<file path="config.mk">
export PLATFORM = sky130hd
export DESIGN_NAME = simd_unpack_dup
export DESIGN_NICKNAME = d
export VERILOG_FILES = /design/src/rtl/simd_unpack_dup.sv
export SDC_FILE = /design/constraint.sdc
export NUM_CORES = 1
export LEC_CHECK = 0
export BUFFER_PORTS_ARGS = -buffer_cell sky130_fd_sc_hd__buf_4
export CORE_AREA = 2 2 303 305
export DETAILED_ROUTE_END_ITERATION = 8
export DIE_AREA = 0 0 305 307
export SLEW_MARGIN = 10
export SYNTH_ARGS = -nofsm -noshare
export SYNTH_HDL_FRONTEND = slang
export SYNTH_SLANG_ARGS = --single-unit
</file>
<file path="constraint.sdc">
create_clock -name clk -period 3.75 [get_ports clk]
set_input_delay 0.375 -clock clk [delete_from_list [all_inputs] [get_ports clk]]
set_output_delay 0.375 -clock clk [all_outputs]
set_load 0.05 [all_outputs]
</file>
<file path="src/rtl/simd_unpack_dup.sv">
module simd_unpack_dup #(
  parameter int LANE_W = 128,
  parameter int OP_W   = 3
) (
  input  logic                  clk,
  input  logic                  rst_n,
  input  logic                  in_valid,
  input  logic [OP_W-1:0]       op,
  input  logic                  wide,
  input  logic [2*LANE_W-1:0]   a,
  input  logic [2*LANE_W-1:0]   b,
  output logic                  out_valid,
  output logic [2*LANE_W-1:0]   result,
  output logic                  illegal
);

  localparam int VEC_W = 2 * LANE_W;
  localparam int LANES = VEC_W / LANE_W;
  localparam int DW    = LANE_W / 4;
  localparam int QW    = LANE_W / 2;

  localparam logic [OP_W-1:0] OP_ILO32 = OP_W'(0);
  localparam logic [OP_W-1:0] OP_IHI32 = OP_W'(1);
  localparam logic [OP_W-1:0] OP_ILO64 = OP_W'(2);
  localparam logic [OP_W-1:0] OP_IHI64 = OP_W'(3);
  localparam logic [OP_W-1:0] OP_DUP64 = OP_W'(4);
  localparam logic [OP_W-1:0] OP_DUPE  = OP_W'(5);
  localparam logic [OP_W-1:0] OP_DUPO  = OP_W'(6);

  logic [VEC_W-1:0] nxt;
  logic             op_bad;

  assign op_bad = op > OP_DUPO;

  for (genvar g = 0; g < LANES; g++) begin : g_lane
    logic [LANE_W-1:0] la, lb, r;
    assign la = a[g*LANE_W +: LANE_W];
    assign lb = b[g*LANE_W +: LANE_W];

    always_comb begin
      case (op)
        OP_ILO32: r = {lb[1*DW +: DW], la[1*DW +: DW], lb[0 +: DW], la[0 +: DW]};
        OP_IHI32: r = {lb[3*DW +: DW], la[3*DW +: DW], lb[2*DW +: DW], la[2*DW +: DW]};
        OP_ILO64: r = {lb[0 +: QW], la[0 +: QW]};
        OP_IHI64: r = {lb[QW +: QW], la[QW +: QW]};
        OP_DUP64: r = {lb[0 +: QW], lb[0 +: QW]};
        OP_DUPE:  r = {lb[2*DW +: DW], lb[2*DW +: DW], lb[0 +: DW], lb[0 +: DW]};
        OP_DUPO:  r = {lb[3*DW +: DW], lb[3*DW +: DW], lb[1*DW +: DW], lb[1*DW +: DW]};
        default:  r = '0;
      endcase
    end

    if (g == 0) begin : g_low
      assign nxt[g*LANE_W +: LANE_W] = r;
    end else begin : g_up
      assign nxt[g*LANE_W +: LANE_W] = wide ? r : '0;
    end
  end

  always_ff @(posedge clk) begin
    if (!rst_n) begin
      out_valid <= 1'b0;
      illegal   <= 1'b0;
      result    <= '0;
    end else begin
      out_valid <= in_valid;
      illegal   <= in_valid && op_bad;
      if (in_valid) result <= nxt;
    end
  end


  valid_follow_chk: assert property (@(posedge clk) disable iff (!rst_n)
    in_valid |=> out_valid);

  result_hold_chk: assert property (@(posedge clk) disable iff (!rst_n)
    !in_valid |=> !out_valid && $stable(result));

  narrow_upper_zero_chk: assert property (@(posedge clk) disable iff (!rst_n)
    in_valid && !wide |=> result[VEC_W-1:LANE_W] == '0);

  illegal_zero_chk: assert property (@(posedge clk) disable iff (!rst_n)
    illegal |-> out_valid && result == '0);

  illegal_flag_chk: assert property (@(posedge clk) disable iff (!rst_n)
    in_valid && op_bad |=> illegal);

  dup64_pair_chk: assert property (@(posedge clk) disable iff (!rst_n)
    in_valid && op == OP_DUP64 |=> result[QW-1:0] == result[LANE_W-1:QW]);

  dup32_pair_chk: assert property (@(posedge clk) disable iff (!rst_n)
    in_valid && (op == OP_DUPE || op == OP_DUPO) |=> result[DW-1:0] == result[2*DW-1:DW]);

endmodule

</file>
==> impl_metrics.toml <==
[status]
status = "completed"

[worst_hold_path]
hold_end = "result[78]"
worstHoldPathCells = 3
hold_path_startpoint = "b[110]"
hp-class = "in2reg"

[sta]
setup_viol = 0
whs_ps = 126
tightestPinTransition_ps = 1030
setup_tns_ps = 0
fin_ws_ps = 1520
rsz0062_at_grt = "false"
fin_skew_ps = 0
fmax_ghz = 0.448
hold_violations = 0
fin_crit_sh_pct = 59.5
period_needed_ps = 2230
relSlewSlack_pct = 30.8
slew_violations = 0

[placed_design]
dp_slack_ps = 862
dp.cells = 3886
finalWeightedCongestion = 0.889
dpl.hpwl_um = 72000
portBuffers = 776

[yosys]
synthesis.instances = 2103
yosysTopAreaCell = "dfxtp_1"
synth_top_area_share_pct = 29.2
synth-seq-area-share_pct = 29.2
synth.ff_latch_count = 258
synth_edf_count = 0
yosysUniqueCellTypes = 69
synthTopCellsByArea = "dfxtp_1 (29%), mux2i_1 (9.1%), a21oi_1 (6.5%)"
synthesis.nets = 2622
ys.flop_type = "dfxtp_1"
ys.warnings.count = 0
syn_area_um2 = 17700
syn_avg_cell_area_um2 = 8.41
synthArstFlopShare_pct = 0

[final_layout]
fin_util_pct = 28.1
syn_to_final_growth_pct = 44.0
drive_gt1_share_pct = 35.6
fin_cells = 3948
final_nets = 3256

[cts]
cts_hold_buffers = 0
root_buffer = "clkbuf_16"
insertion_delay_ps = 540
clkTransAtPathRegs_ps = 60
cts_buffers = 35
ctsLongestPathBuffers = 3
post-cts-setup-buffer-count = 0
htreeDepth = 2
cts-resized-gates = 0
cts_tree = "built"
cts.sinks = 258

[routing]
wl_met1_um = 40300
via_count = 20700
totalWireLength_um = 97100
avgRoutedWirePerCell_um = 24.6
detail_route.first_pass.iterations = 9
wl_met3_um = 8040
ant_nets = 0
via_per_inst = 5.23
wl_met2_um = 45900
drtIter0Drc = 1862
top_layer = "met5"
drc = 0

[worst_setup_path]
ff2ff_setup_slack_ps = 2850
worstSetupPathType = "in2reg"
end_kind = "flop"
critical_path_required_ps = 4200
cp-startpoint = "op[0]"
rr_startpoint = "result[50]"
arrival_ps = 2690
path_max_fanout = 65
start_kind = "primary input"
rr_worst_depth = 2
r2r-end = "result[50]"

[floorplan]
die_w_um = 305
start_util_pct = 19.5
die_area_um2 = 93600
io_pins = 777
dieHeight_um = 307
rows = 111
coreArea_um2 = 90700

[job]
cap_violations = 0

[global_routing]
gr-total-overflow = 0
grt_usage_pct = 19.5
grt_max_degree = 125
grt_pass1_vias = 19900
grt_pass1_wl_um = 138000
antenna_found_initial = 5

[pwr]
cellLeakagePower_uw = 0.0108
ir_worst_vdd_uv = 242
powerDensity_nw_per_um2 = 371
-- sequential cells by signal (all words and copies together) (netlist names) --
register and cells:
result 256, out_valid 1, illegal 1
-- where the power goes --
part	switching, µW	internal [µW]	leakage [µW]	total (µW)
Combinational	1840	1140	0.00816	2980
Clock	1430	2020	0.000550	3460
Sequential	112	2910	0.00212	3020
Total	3390	6070	0.0108	9460
-- worst max-delay path, stage by stage --
cell,delay [ps]
buf_8,370
buf_12,310
buf_4,400
nor2b_1,90
a211oi_1,570
buf_4,210
a21oi_1,30
a22o_1,200
-- routing by layer --
metal | GRT usage, % | up-vias
met3 | 4.21 | 139
li1 | - | 9407
met1 | 24.8 | 9985
met5 | 0 | -
met4 | 6.15 | 2
met2 | 32.8 | 1131
-- logic make-up (layout without fill, tap and decap cells) --
logic type / after synthesis / in the layout / share of synthesized area (%)
AND/OR/NAND/NOR: 472 / 472 / 12.8
other: 0 / 3 / 0
XOR/XNOR: 1 / 1 / 0.0920
AO/OA/AOI/OAI: 911 / 911 / 37.0
flip-flops: 258 / 258 / 29.2
buffers and inverters: 244 / 900 / 7.66
multiplexers: 217 / 217 / 13.2
-- synthesized netlist by cell type (48+ instances only) --
cell	number
a211oi_1	132
a21oi_1	229
a22o_1	90
a32o_1	48
buf_2	95
clkbuf_1	82
dfxtp_1	258
mux2i_1	161
nand2_1	207
nor2_1	64
nor2b_1	128
o21ai_0	72
-- layout by cell type (no fill, tap or decap), types with 48 or more instances in the layout --
master and count:
dfxtp_1 258, a21oi_1 229, nand2_1 207, o21ai_0 72, buf_4 821, a211oi_1 132
a22o_1 90, a32o_1 48, mux2i_1 161, nor2_1 63, nor2b_1 124
-- stage by stage --
stage / cell area [µm²] / total power [µW]
2_1_floorplan: 17700 / 4780
3_3_place_gp: 24300 / 6040
3_5_place_dp: 24300 / 6050
4_1_cts: 25500 / 9550
5_1_grt: 25500 / 9840
6_report: 25500 / 9460
-- final cells by class --
cell class,instances,area [µm²]
Fill cell,9805,65200
Multi-Input combinational cell,1601,11200
Timing Repair Buffer,836,6450
Sequential cell,258,5160
Tap cell,1186,1480
Clock buffer,46,967
Clock inverter,13,156
Inverter,5,25.0
Antenna cell,3,7.51
-- worst max-delay path by stage --
stage | slack, ps | end
6_report | 1520 | result[158]
5_1_grt | 1410 | result[158]
4_1_cts | 1470 | result[158]
3_5_place_dp | 860 | result[158]
3_3_place_gp | 850 | result[158]
2_1_floorplan | 2130 | result[222]
(Power assumes the default switching activity.)
